`src/rtl/chop_pkg.sv`:
```
package chop_pkg;

  typedef enum logic [2:0] {
    ST_IDLE,
    ST_DRIVE,
    ST_FAST,
    ST_COAST,
    ST_SLOW
  } chop_st_e;

  typedef enum logic [1:0] {
    LEG_OFF,
    LEG_HI,
    LEG_LO
  } leg_cmd_e;

  typedef struct packed {
    leg_cmd_e l1;
    leg_cmd_e l2;
  } bridge_cmd_t;

  // Cycle index at which mixed decay hands over to slow decay
  function automatic int mix_point(input int period, input int pct);
    return (period * pct) / 100;
  endfunction

  // Trip is honoured once the blanking window has elapsed
  function automatic logic past_blank(input int cnt, input int blank);
    return cnt >= blank;
  endfunction

  // True when the following cycle still lies before the mix point
  function automatic logic next_before_mix(input int cnt, input int mix);
    return (cnt + 1) < mix;
  endfunction

  // Leg commands per decay state and captured phase
  function automatic bridge_cmd_t leg_pattern(input chop_st_e st, input logic ph);
    bridge_cmd_t c;
    c.l1 = LEG_OFF;
    c.l2 = LEG_OFF;
    case (st)
      ST_DRIVE: begin
        c.l1 = ph ? LEG_HI : LEG_LO;
        c.l2 = ph ? LEG_LO : LEG_HI;
      end
      ST_FAST: begin
        c.l1 = ph ? LEG_LO : LEG_HI;
        c.l2 = ph ? LEG_HI : LEG_LO;
      end
      ST_SLOW: begin
        c.l1 = LEG_LO;
        c.l2 = LEG_LO;
      end
      default: begin
        c.l1 = LEG_OFF;
        c.l2 = LEG_OFF;
      end
    endcase
    return c;
  endfunction

endpackage

```
`src/rtl/chop_period_timer.sv`:
```
module chop_period_timer #(
  parameter int PERIOD_CYC = 2000,
  parameter int CNT_W      = $clog2(PERIOD_CYC)
) (
  input  logic             clk,
  input  logic             rst_n,
  output logic [CNT_W-1:0] cnt_o,
  output logic             wrap_o
);

  localparam logic [CNT_W-1:0] LAST = CNT_W'(PERIOD_CYC - 1);

  logic [CNT_W-1:0] cnt_q;

  assign wrap_o = (cnt_q == LAST);
  assign cnt_o  = cnt_q;

  always_ff @(posedge clk or negedge rst_n) begin
    if (!rst_n) begin
      cnt_q <= '0;
    end else if (wrap_o) begin
      cnt_q <= '0;
    end else begin
      cnt_q <= cnt_q + CNT_W'(1);
    end
  end

endmodule

```
`src/rtl/chop_decay_fsm.sv`:
```
module chop_decay_fsm
  import chop_pkg::*;
(
  input  logic     clk,
  input  logic     rst_n,
  input  logic     wrap_i,
  input  logic     blank_done_i,
  input  logic     pre_mix_i,
  input  logic     trip_i,
  input  logic     cur_zero_i,
  input  logic     phase_i,
  input  logic     mix_req_i,
  output chop_st_e st_o,
  output logic     ph_o
);

  chop_st_e st_q;
  logic     ph_q;
  logic     mix_q;

  assign st_o = st_q;
  assign ph_o = ph_q;

  always_ff @(posedge clk or negedge rst_n) begin
    if (!rst_n) begin
      st_q  <= ST_IDLE;
      ph_q  <= 1'b0;
      mix_q <= 1'b0;
    end else if (wrap_i) begin
      st_q  <= ST_DRIVE;
      ph_q  <= phase_i;
      mix_q <= mix_req_i;
    end else begin
      case (st_q)
        ST_DRIVE: begin
          if (blank_done_i && trip_i) begin
            st_q <= (mix_q && pre_mix_i) ? ST_FAST : ST_SLOW;
          end
        end
        ST_FAST: begin
          if (!pre_mix_i) begin
            st_q <= ST_SLOW;
          end else if (cur_zero_i) begin
            st_q <= ST_COAST;
          end
        end
        ST_COAST: begin
          if (!pre_mix_i) begin
            st_q <= ST_SLOW;
          end
        end
        default: st_q <= st_q;
      endcase
    end
  end

endmodule

```
`src/rtl/chop_leg_deadband.sv`:
```
module chop_leg_deadband
  import chop_pkg::*;
#(
  parameter int DEAD_CYC = 4,
  parameter int DW       = $clog2(DEAD_CYC + 1)
) (
  input  logic     clk,
  input  logic     rst_n,
  input  leg_cmd_e tgt_i,
  output logic     hi_o,
  output logic     lo_o
);

  leg_cmd_e      held_q;
  logic [DW-1:0] gap_q;
  logic          gap_idle;

  assign gap_idle = (gap_q == '0);
  assign hi_o     = gap_idle && (held_q == LEG_HI);
  assign lo_o     = gap_idle && (held_q == LEG_LO);

  always_ff @(posedge clk or negedge rst_n) begin
    if (!rst_n) begin
      held_q <= LEG_OFF;
      gap_q  <= '0;
    end else if (tgt_i != held_q) begin
      held_q <= tgt_i;
      gap_q  <= DW'(DEAD_CYC);
    end else if (!gap_idle) begin
      gap_q  <= gap_q - DW'(1);
    end
  end

endmodule

```
`src/rtl/pwm_chopper.sv`:
```
module pwm_chopper
  import chop_pkg::*;
#(
  parameter int PERIOD_CYC = 2000,
  parameter int BLANK_CYC  = 375,
  parameter int DEAD_CYC   = 4,
  parameter int MIX_PCT    = 75
) (
  input  logic clk,
  input  logic rst_n,
  input  logic trip_i,
  input  logic cur_zero_i,
  input  logic phase_i,
  input  logic tgt_zero_i,
  input  logic bridge_en_i,
  input  logic mixed_sel_i,
  input  logic tgt_falling_i,
  output logic leg1_hi_o,
  output logic leg1_lo_o,
  output logic leg2_hi_o,
  output logic leg2_lo_o
);

  localparam int CNT_W   = $clog2(PERIOD_CYC);
  localparam int MIX_CYC = mix_point(PERIOD_CYC, MIX_PCT);
  localparam int N_LEG   = 2;

  logic [CNT_W-1:0] cnt_q;
  logic             wrap;
  logic             blank_done;
  logic             pre_mix;
  chop_st_e         st_q;
  logic             ph_q;
  logic             bridge_on;
  bridge_cmd_t      cmd;
  leg_cmd_e         leg_tgt [N_LEG];
  logic             gate_hi [N_LEG];
  logic             gate_lo [N_LEG];

  chop_period_timer #(
    .PERIOD_CYC (PERIOD_CYC),
    .CNT_W      (CNT_W)
  ) u_timer (
    .clk    (clk),
    .rst_n  (rst_n),
    .cnt_o  (cnt_q),
    .wrap_o (wrap)
  );

  assign blank_done = past_blank(int'(cnt_q), BLANK_CYC);
  assign pre_mix    = next_before_mix(int'(cnt_q), MIX_CYC);

  chop_decay_fsm u_fsm (
    .clk          (clk),
    .rst_n        (rst_n),
    .wrap_i       (wrap),
    .blank_done_i (blank_done),
    .pre_mix_i    (pre_mix),
    .trip_i       (trip_i),
    .cur_zero_i   (cur_zero_i),
    .phase_i      (phase_i),
    .mix_req_i    (mixed_sel_i & tgt_falling_i),
    .st_o         (st_q),
    .ph_o         (ph_q)
  );

  assign bridge_on  = bridge_en_i && !tgt_zero_i;
  assign cmd        = leg_pattern(st_q, ph_q);
  assign leg_tgt[0] = bridge_on ? cmd.l1 : LEG_OFF;
  assign leg_tgt[1] = bridge_on ? cmd.l2 : LEG_OFF;

  for (genvar g = 0; g < N_LEG; g++) begin : g_leg
    chop_leg_deadband #(
      .DEAD_CYC (DEAD_CYC)
    ) u_leg (
      .clk   (clk),
      .rst_n (rst_n),
      .tgt_i (leg_tgt[g]),
      .hi_o  (gate_hi[g]),
      .lo_o  (gate_lo[g])
    );
  end

  assign leg1_hi_o = gate_hi[0];
  assign leg1_lo_o = gate_lo[0];
  assign leg2_hi_o = gate_hi[1];
  assign leg2_lo_o = gate_lo[1];

endmodule

```
`config.mk`:
```
export PLATFORM = sky130hd
export DESIGN_NAME = pwm_chopper
export DESIGN_NICKNAME = d
export VERILOG_FILES = /design/src/rtl/chop_pkg.sv /design/src/rtl/chop_period_timer.sv /design/src/rtl/chop_decay_fsm.sv /design/src/rtl/chop_leg_deadband.sv /design/src/rtl/pwm_chopper.sv
export SDC_FILE = /design/constraint.sdc
export NUM_CORES = 1
export LEC_CHECK = 0
export ABC_AREA = 1
export CAP_MARGIN = 20
export CORE_MARGIN = 8
export CORE_UTILIZATION = 35
export CTS_BUF_LIST = sky130_fd_sc_hd__clkbuf_8
export DETAILED_ROUTE_END_ITERATION = 8
export DONT_BUFFER_PORTS = 1
export PLACE_DENSITY = 0.51
export SLEW_MARGIN = 20
export SYNTH_ARGS = -nofsm -noshare
export SYNTH_HDL_FRONTEND = slang
export SYNTH_SLANG_ARGS = --single-unit
```
`constraint.sdc`:
```
create_clock -name clk -period 2.5 [get_ports clk]
set_input_delay 0.375 -clock clk [delete_from_list [all_inputs] [get_ports clk]]
set_output_delay 0.375 -clock clk [all_outputs]
set_load 0.02 [all_outputs]
```
### Word level (Yosys, flattened, before mapping)

Index checks and enable logic that the tools add are counted.

| storage, ports and cells | value |
|---|---|
| flip-flop bits (word level) | 26 |
| logic and storage cells | 60 |
| input bits | 9 |
| output and inout port bits | 4 |

| operators by class | value |
|---|---|
| order comparisons | 2 |
| multiplexer cells | 17 |
| bitwise logic cells | 1 |
| reductions and logical operators | 12 |
| equal/unequal tests | 16 |
| add/subtract/negate cells | 4 |

Operator list:

| kind | number |
|---|---|
| $mux W3 | 10 |
| $add A11 B1 Y12 const B | 1 |
| $lt A12 B11 Y1 const B | 1 |
| $pmux W4 S3 | 1 |
| $add A11 B1 Y11 const B | 1 |
| $eq A11 B11 Y1 const B | 1 |
| $ge A11 B9 Y1 const B | 1 |
| $mux W11 | 1 |
| $pmux W3 S3 | 1 |
| $mux W2 | 4 |
| $logic_and A1 B1 Y1 | 7 |
| $eq A3 B2 Y1 const B | 2 |
| $logic_not A3 Y1 | 2 |
| $sub A3 B1 Y3 const B | 2 |
| $eq A2 B1 Y1 const B | 2 |
| $eq A2 B2 Y1 const B | 2 |
| $ne A2 B2 Y1 | 2 |
| $ne A2 B2 Y1 const B | 2 |
| $ne A4 B3 Y1 const B | 1 |
| $reduce_and A4 Y1 | 1 |
| $reduce_bool A4 Y1 | 1 |
| $eq A3 B1 Y1 const B | 1 |
| $eq A3 B3 Y1 const B | 1 |
| $ne A3 B1 Y1 const B | 1 |
| other kinds (3) | 3 |

### Depth between registers and ports, before layout

Gate-level depths: netlist (run 1).

| depth | value |
|---|---|
| word-level depth | 7 |
| depth in mapped cells | 14 |
| gate-level depth less buffers | 14 |

### Hierarchy

Synthesis (run 1) repeated with hierarchy kept, for this count alone.

| unflattened totals | value |
|---|---|
| cell total of the unflattened synthesis | 242 |
| area total of the unflattened synthesis | 1,712.9 sq um |

By module, submodules not included:

| module | instances | seq. area each (sq um) | cells an instance | area each (sq um) |
|---|---|---|---|---|
| chop_period_timer | 1 | 275.3 | 68 | 574.3 |
| chop_leg_deadband | 2 | 125.1 | 34 | 285.3 |
| chop_decay_fsm | 1 | 125.1 | 53 | 346.6 |
| pwm_chopper | 1 | 0.0 | 53 | 221.5 |

### Least setup slack after synthesis (run 1)

No wires, ideal clock.

| timing path | value |
|---|---|
| kind | flip-flop to flip-flop |
| from | reg u_timer.cnt_q[0], in the netlist u_timer.cnt_o[0] |
| to | reg u_fsm.st_q[2], in the netlist u_fsm.st_o[2] |
| cell stages (with the launch flop) | 14 |
| library setup time | 118 ps |
| path slack | 851 ps |
| arrival | 1,532 ps |
| period minus slack after synthesis | 1,649 ps |
| buffers on the path | 0 |
| data required time | 2,382 ps |
| path through | dfrtp_1 > ha_1 > nand2_2 > inv_1 > nor2_1 > nand2_1 > nor2_1 > nor2_1 > nor2_2 > nand2_2 > nand3_1 > nand3_2 > nand2_1 > nand2_1 |

| on the way | value |
|---|---|
| word-level cells in the longest chain between the ends | 7 |
| elaborated cells on any way between the ends | 16 |
| classes of those cells | add/sub (1); order compare (2); eq/ne (4); mux (5); reduce/logical (4) |

RTL lines:

| what | RTL line | source |
|---|---|---|
| start, declared | chop_period_timer.sv:13 | `logic [CNT_W-1:0] cnt_q;` |
| start signal, assigned | chop_period_timer.sv:24 | `cnt_q <= cnt_q + CNT_W'(1);` |
| $add A11 B1 Y12 | chop_pkg.sv:34 | `return (cnt + 1) < mix;` |
| $lt A12 B11 Y1 | chop_pkg.sv:34 |  |
| $logic_and A1 B1 Y1 | chop_decay_fsm.sv:37 | `st_q <= (mix_q && pre_mix_i) ? ST_FAST : ST_SLOW;` |
| $mux W3 | chop_decay_fsm.sv:37 |  |
| $mux W3 | chop_decay_fsm.sv:36 | `if (blank_done_i && trip_i) begin` |
| $pmux W3 S3 | chop_decay_fsm.sv:34 | `case (st_q)` |
| $mux W3 | chop_decay_fsm.sv:29 | `end else if (wrap_i) begin` |
| end signal, assigned | chop_decay_fsm.sv:37 |  |
| end signal, assigned | chop_decay_fsm.sv:52 | `default: st_q <= st_q;` |
| end, declared | chop_decay_fsm.sv:17 | `chop_st_e st_q;` |

Parallel ways exist; a longest one is shown, timed or not. The select of a mux whose other input is x is not followed.
A chain may end at the register's enable or synchronous reset.

### Worst setup path in the final report (run 1)

| timing path | value |
|---|---|
| from | reg g_leg[1].u_leg.gap_q[0] |
| to | out leg2_hi_o |

| on the way | value |
|---|---|
| word-level cells in the longest chain between the ends | 2 |

RTL lines:

| what | RTL line | source |
|---|---|---|
| start, declared | chop_leg_deadband.sv:15 | `logic [DW-1:0] gap_q;` |
| start signal, assigned | chop_leg_deadband.sv:28 | `gap_q <= DW'(DEAD_CYC);` |
| start signal, assigned | chop_leg_deadband.sv:30 | `gap_q <= gap_q - DW'(1);` |
| $logic_not A3 Y1 | chop_leg_deadband.sv:18 | `assign gap_idle = (gap_q == '0);` |
| $logic_and A1 B1 Y1 | chop_leg_deadband.sv:19 | `assign hi_o = gap_idle && (held_q == LEG_HI);` |
| end, declared | pwm_chopper.sv:20 | `output logic leg2_hi_o,` |

Every way passes these cells.

==> flow_summary.toml, run 1 <==
[worst_setup_path]
timing.rr.start = "u_timer.cnt_o[0]"
start_kind = "flip-flop"
crit_family = "adder cells"
cpMaxStageDelayCell = "dfrtp_1"
r2r_cells = 13
path_common_cell = "ha_1"
path_buf_inv = 1
r2r-end = "u_fsm.st_o[2]"
r2r_slack_ns = 0.65
crit_fanout = 7
crit_chain = "inv_1 -> ha_1 -> ha_1 -> nand2_1 -> nor2_1"
worst-path-stages = 5
cp_data_arrival_time_ns = 1.58
worstSetupPathType = "flip-flop to primary output"
end_kind = "primary output"
required_ns = 2.12
max_stage_delay_ns = 0.40

[yosys]
synth-seq-area-share_pct = 39.30
synth_seq_cells = 26
synth.avg_cell_area_um2 = 7.292
ys_warn_count = 0
netlist_instances = 227
syn_nets = 241
synth_area_um2 = 1655
synthDistinctLibCells = 26

[min_path]
hold_depth = 2
worstHoldEndpoint = "u_fsm.ph_o"
hold_path.class = "input port to flip-flop"
hp-start = "phase_i"

[clock_network]
h-tree-depth = 1
post_cts_resize_count = 0
cts_setup_buffers = 0
root_buffer = "clkbuf_8"
clockBufferDepth = 2
holdBufCountCts = 2
clock_latency_ns = 0.27
numCtsBuffers = 3
cts_sinks = 26
cts_tree = "yes"
clk_pin_slew_ns = 0.09

[job]
cap_violations = 0

[finish]
n_antenna_cell = 0
nNetsFinal = 246
instances_no_fill = 285
finalCoreUtilization_pct = 39.22
area_delta_synth_final_pct = 9.675
drive_above_1_share_pct = 12.12

[timing]
hold_ws_ns = 0.2333
max_freq_mhz = 510.3
maxSlewHeadroom_pct = 72.41
drv_slew = 0
rsz0062_at_grt = "false"
worst_pin_slew_ns = 0.4134
setup_tns_ns = 0
min_period_ns = 1.960
finClkSkew_ns = 0.001004
hold_violations = 0
setup_viol = 0
post-route-period-util_pct = 78.39

[floorplanning]
coreArea_um2 = 4629
start_util_pct = 35.76
dieArea_um2 = 7186
die_y_um = 84.77
io_pins = 13
die_w_um = 84.77
rows = 25

[route]
num_vias = 1367
antenna_left = 0
viasPerCell = 4.796
drt_iter0_markers = 54
wl_per_cell_um = 11.44
drc = 0
routed_wirelength_mm = 3.259
first_pass_iters = 4

[place]
dp_hpwl_mm = 2.522
dpl.cell_count = 279
portBuffers = 0
gp_congestion = 0.7644

[outcome]
status = "finished clean"

[global_routing]
grt.total_usage_pct = 9.756
antenna_found_initial = 0
grt_pass1_vias = 1267
grt_overflow = 0
grt_max_degree = 27
grt_pass1_wl_mm = 5.658

[pwr]
power.density_nw_per_um2 = 602.7
irDropWorstVdd_mv = 0.2664
power_leakage_nw = 0.9654
cells in the final DEF, fill, tap and decap left out:
| cell type | count |
|---|---|
| nand3_1 | 23 |
| inv_2 | 3 |
| nor2_1 | 31 |
| nor3_1 | 3 |
| nor3_2 | 1 |
| nor2_8 | 1 |
| nor2_2 | 4 |
| ha_1 | 5 |
| o2111ai_1 | 2 |
| dlygate4sd3_1 | 1 |
| bufinv_16 | 1 |
| nand4_1 | 4 |
| nand2_2 | 8 |
| or2_1 | 1 |
| nor2_4 | 2 |
| a21oi_1 | 6 |
| o21ai_0 | 5 |
| xnor2_1 | 2 |
| clkbuf_8 | 3 |
| a21oi_4 | 1 |
| xor2_1 | 4 |
| o21ai_1 | 3 |
| nand3_2 | 3 |
| inv_1 | 35 |
| nand3b_1 | 1 |
| nand2_1 | 51 |
| buf_12 | 1 |
| dfrtp_1 | 26 |
cell families (layout without fill, tap and decap cells):
family	count (synthesis)	after routing	synth area share (%)
buffers and inverters	40	44	9.146
DFF	26	26	39.30
and+or+nand+nor	133	133	38.32
AOI/OAI and AO/OA	17	17	6.274
adders and majority gates	5	5	3.779
xor gates and xnor gates	6	6	3.175
cells in the mapped netlist:
library cell  instances  area share (%)
nand2_1              51              12
inv_1                35             7.9
nor2_1               31             7.0
dfrtp_1              26              39
nand3_1              23             7.0
nand2_2               8             3.0
a21oi_1               6             1.8
ha_1                  5             3.8
o21ai_0               5             1.5
nand4_1               4             1.5
nor2_2                4             1.5
xor2_1                4             2.1
inv_2                 3            0.68
nand3_2               3             1.8
nor3_1                3            0.91
o21ai_1               3            0.91
nor2_4                2             1.4
o2111ai_1             2             1.1
xnor2_1               2             1.1
a21oi_4               1            0.98
buf_2                 1            0.30
clkbuf_1              1            0.23
nand3b_1              1            0.45
nor2_8                1             1.2
nor3_2                1            0.60
or2_1                 1            0.38
how the worst max path moves through the flow:
stage / from / to / slack, ns
2_1_floorplan: u_timer.cnt_o[0] / u_fsm.st_o[2] / 0.85
3_3_place_gp: u_timer.cnt_o[0] / u_fsm.st_o[2] / 0.67
3_5_place_dp: u_timer.cnt_o[0] / u_fsm.st_o[2] / 0.65
4_1_cts: g_leg[1].u_leg.gap_q[0] / leg2_hi_o / 0.49
5_1_grt: g_leg[1].u_leg.gap_q[0] / leg2_lo_o / 0.45
6_report: g_leg[1].u_leg.gap_q[0] / leg2_hi_o / 0.54
layer usage:
metal / global-route usage [%] / share of wire [%]
met1: 11.17 / 47
met2: 17.18 / 48
met3: 2.927 / 4.5
met4: 2.427 / 0.74
met5: 0 / 0
state kept, by name, indices dropped and copies added, names as in the netlist:
signal	cells
g_leg.u_leg.gap_q	6
g_leg.u_leg.held_q	4
u_fsm.mix_q	1
u_fsm.ph_o	1
u_fsm.st_o	3
u_timer.cnt_o	11
report_power, final:
group	switching [mW]	internal, mW	leakage [nW]
sequential	0.0228	0.475	0.325
clock	0.140	0.214	0.0357
combinational	0.131	0.111	0.605
total	0.294	0.801	0.965
through the flow:
| step | power, mW | area, um2 | setup slack, ns |
|---|---|---|---|
| floorplan | 0.7002 | 1655 | 0.8509 |
| global placement | 0.7322 | 1714 | 0.6693 |
| detailed placement | 0.7444 | 1714 | 0.6509 |
| CTS | 1.119 | 1815 | 0.4947 |
| global route | 1.187 | 1815 | 0.4491 |
| finish | 1.094 | 1815 | 0.5402 |
worst reg2reg max path, stage by stage (launching register included):
cell and delay, ns:
dfrtp_1 0.42, ha_1 0.25, nand2_2 0.14, inv_1 0.05
nor2_1 0.12, nand2_1 0.07, nor2_1 0.12, nor2_1 0.07
nor2_2 0.12, nand2_2 0.09, nand3_1 0.10, nand3_2 0.10
nand2_1 0.07, nand2_1 0.05
cell type report:
type | instances | area [um2]
Tap cell | 54 | 67.56
Clock buffer | 3 | 41.29
Multi-Input combinational cell | 161 | 853.3
Sequential cell | 26 | 650.6
Clock inverter | 1 | 30.03
Inverter | 38 | 142.6
Fill cell | 483 | 2814
Timing Repair Buffer | 2 | 30.03
(Power assumes the default switching activity.)
==> run 2, diff against run 1 <==
Settings changed: ABC_AREA 1 to 0.
Clock period 2.5 ns to 2 ns, I/O delays scaled along.
==> flow_summary.toml, run 2 <==
[timing]
rsz0062_at_grt = "false"
post-route-period-util_pct = 92.73
setup_ws_ns = 0.1454
max_freq_mhz = 539.2
hold_ws_ns = 0.1537
setup_viol = 0
worst_pin_slew_ns = 0.3974
maxSlewHeadroom_pct = 73.41
drv_slew = 0
min_period_ns = 1.855
hold_violations = 0
finClkSkew_ns = 0.004737
setup_tns_ns = 0

[worst_setup_path]
crit_start = "g_leg[1].u_leg.gap_q[0]"
start_kind = "flip-flop"
end_kind = "primary output"
required_ns = 1.70
worstSetupPathType = "flip-flop to primary output"
timing.rr.start = "u_timer.cnt_o[0]"
cp_data_arrival_time_ns = 1.55
crit_fanout = 7

[floorplanning]
start_util_pct = 36.08
io_pins = 13
dieArea_um2 = 7357
rows = 25
coreArea_um2 = 4723
die_w_um = 85.78
die_y_um = 85.78

[global_routing]
grt_overflow = 0
grt.total_usage_pct = 9.619
grt_max_degree = 27
grt_pass1_vias = 1280
antenna_found_initial = 0
grt_pass1_wl_mm = 5.789

[clock_network]
root_buffer = "clkbuf_8"
cts_sinks = 26
h-tree-depth = 1
clockBufferDepth = 2
clock_latency_ns = 0.28
clk_pin_slew_ns = 0.10
numCtsBuffers = 3
cts_tree = "yes"
cts_setup_buffers = 0

[min_path]
hp-start = "phase_i"
hold_path.class = "input port to flip-flop"

[yosys]
synth_top_area_cell = "dfrtp_1"
yosysTopAreaCellShare_pct = 38.18
synthDistinctLibCells = 57
synth_seq_cells = 26
ys_warn_count = 0
synth-seq-area-share_pct = 38.18
synth.avg_cell_area_um2 = 9.363
syn_nets = 196
synthFlopType = "dfrtp_1"
synth_area_um2 = 1704
async_reset_ff_share_pct = 100.0
synth_area_leaders = "dfrtp_1, ha_1, xnor2_1"
synth_edf_count = 0
ys_top_cells_by_count = "dfrtp_1, nor2_1, nand2_1"
yosysMostFrequentCell = "dfrtp_1"
netlist_instances = 182

[place]
portBuffers = 0
gp_congestion = 0.7945
dp_hpwl_mm = 2.488
post-place-ws_ns = 0.1542

[job]
cap_violations = 0

[finish]
n_antenna_cell = 0
largest_register_ffs = 11
fill_cells = 466
drive_above_1_share_pct = 18.18
layout_common_cells = "dfrtp_1, nor2_1, nand2_1, inv_1, buf_4"
nNetsFinal = 202
area_delta_synth_final_pct = 10.35
finalCoreUtilization_pct = 39.81
layout_commonest_cell = "dfrtp_1"

[route]
viasPerCell = 5.083
routed_wirelength_mm = 3.362
num_vias = 1291
wl_per_cell_um = 13.24
first_pass_iters = 5
drc = 0
antenna_left = 0
drt_iter0_markers = 59

[pwr]
power.density_nw_per_um2 = 529.5
power_leakage_nw = 0.8739
irDropWorstVdd_mv = 0.2781

[outcome]
status = "finished clean"
[run 2: cell count changes after synthesis, moves of 4 or more]
cell	previous run	this run
buf_4	0	4
buf_6	0	4
inv_1	35	12
nand2_1	51	14
nand2_2	8	0
nand3_1	23	5
nor2_1	31	15
nor2_2	4	0
nor3_1	3	9
xnor2_1	2	7
[run 2: cell type report]
cell class                      count  area [um2]  area share [%]
Multi-Input combinational cell    130       909.6           48.37
Sequential cell                    26       650.6           34.60
Timing Repair Buffer               13       112.6           5.988
Tap cell                           67       83.83           4.458
Inverter                           14       52.55           2.794
Clock buffer                        3       41.29           2.196
Clock inverter                      1       30.03           1.597
[run 2: repair_timing]
action                     in CTS  in global routing
setup endpoints to repair       0                  2
hold endpoints to repair       26                  0
hold buffers                    2                  0
gates resized for setup         0                  2
[run 2: routing by layer]
layer | GRT usage, % | up-vias | routed length (um)
li1 | - | 633 | -
met1 | 11.39 | 624 | 1482
met2 | 16.29 | 30 | 1653
met3 | 3.247 | 4 | 198
met4 | 2.229 | 0 | 27
met5 | 0 | - | 0
[run 2: final timing paths]
path                                                 to  slack (ns)  depth (start not counted)
max in group asynchronous              u_timer.cnt_o[1]        1.39                          2
worst max register to register            u_fsm.st_o[1]        0.18                          7
worst min register to register         u_timer.cnt_o[0]        0.55                          1
worst min-delay path                         u_fsm.ph_o        0.15                          1
worst max-delay path                          leg2_lo_o        0.15                          5
min in group asynchronous       g_leg[1].u_leg.gap_q[2]        0.45                          2
[run 2: cells by family (layout without fill, tap and decap cells)]
group	Yosys count	in the layout	share of synthesized area [%]
fa+ha+maj	5	5	3.671
mux	4	4	2.423
flops	26	26	38.18
xor+xnor	13	13	7.122
simple gates	75	75	26.65
compound gates	33	33	13.14
buf+inv	26	31	8.810
[run 2: metrics by stage]
step | cells | cell area [um2] | power [mW]
after floorplan | 182 | 1704 | 0.5404
after global placement | 248 | 1773 | 0.5409
after detailed placement | 248 | 1773 | 0.5410
after CTS | 254 | 1874 | 1.021
after global routing | 254 | 1881 | 1.036
final | 254 | 1881 | 0.9958
[run 2: critical path, stage by stage, from the launching register on]
cell     delay, ns
dfrtp_1       0.40
inv_1         0.06
ha_1          0.14
ha_1          0.27
nand2_1       0.08
nor2_1        0.32
[run 2: where the power goes]
part | total (mW) | switching, mW | internal, mW
registers | 0.525 | 0 | 0.525
logic | 0.0215 | 0.0128 | 0.00874
clock network | 0.449 | 0.181 | 0.268
total | 0.996 | 0.194 | 0.802
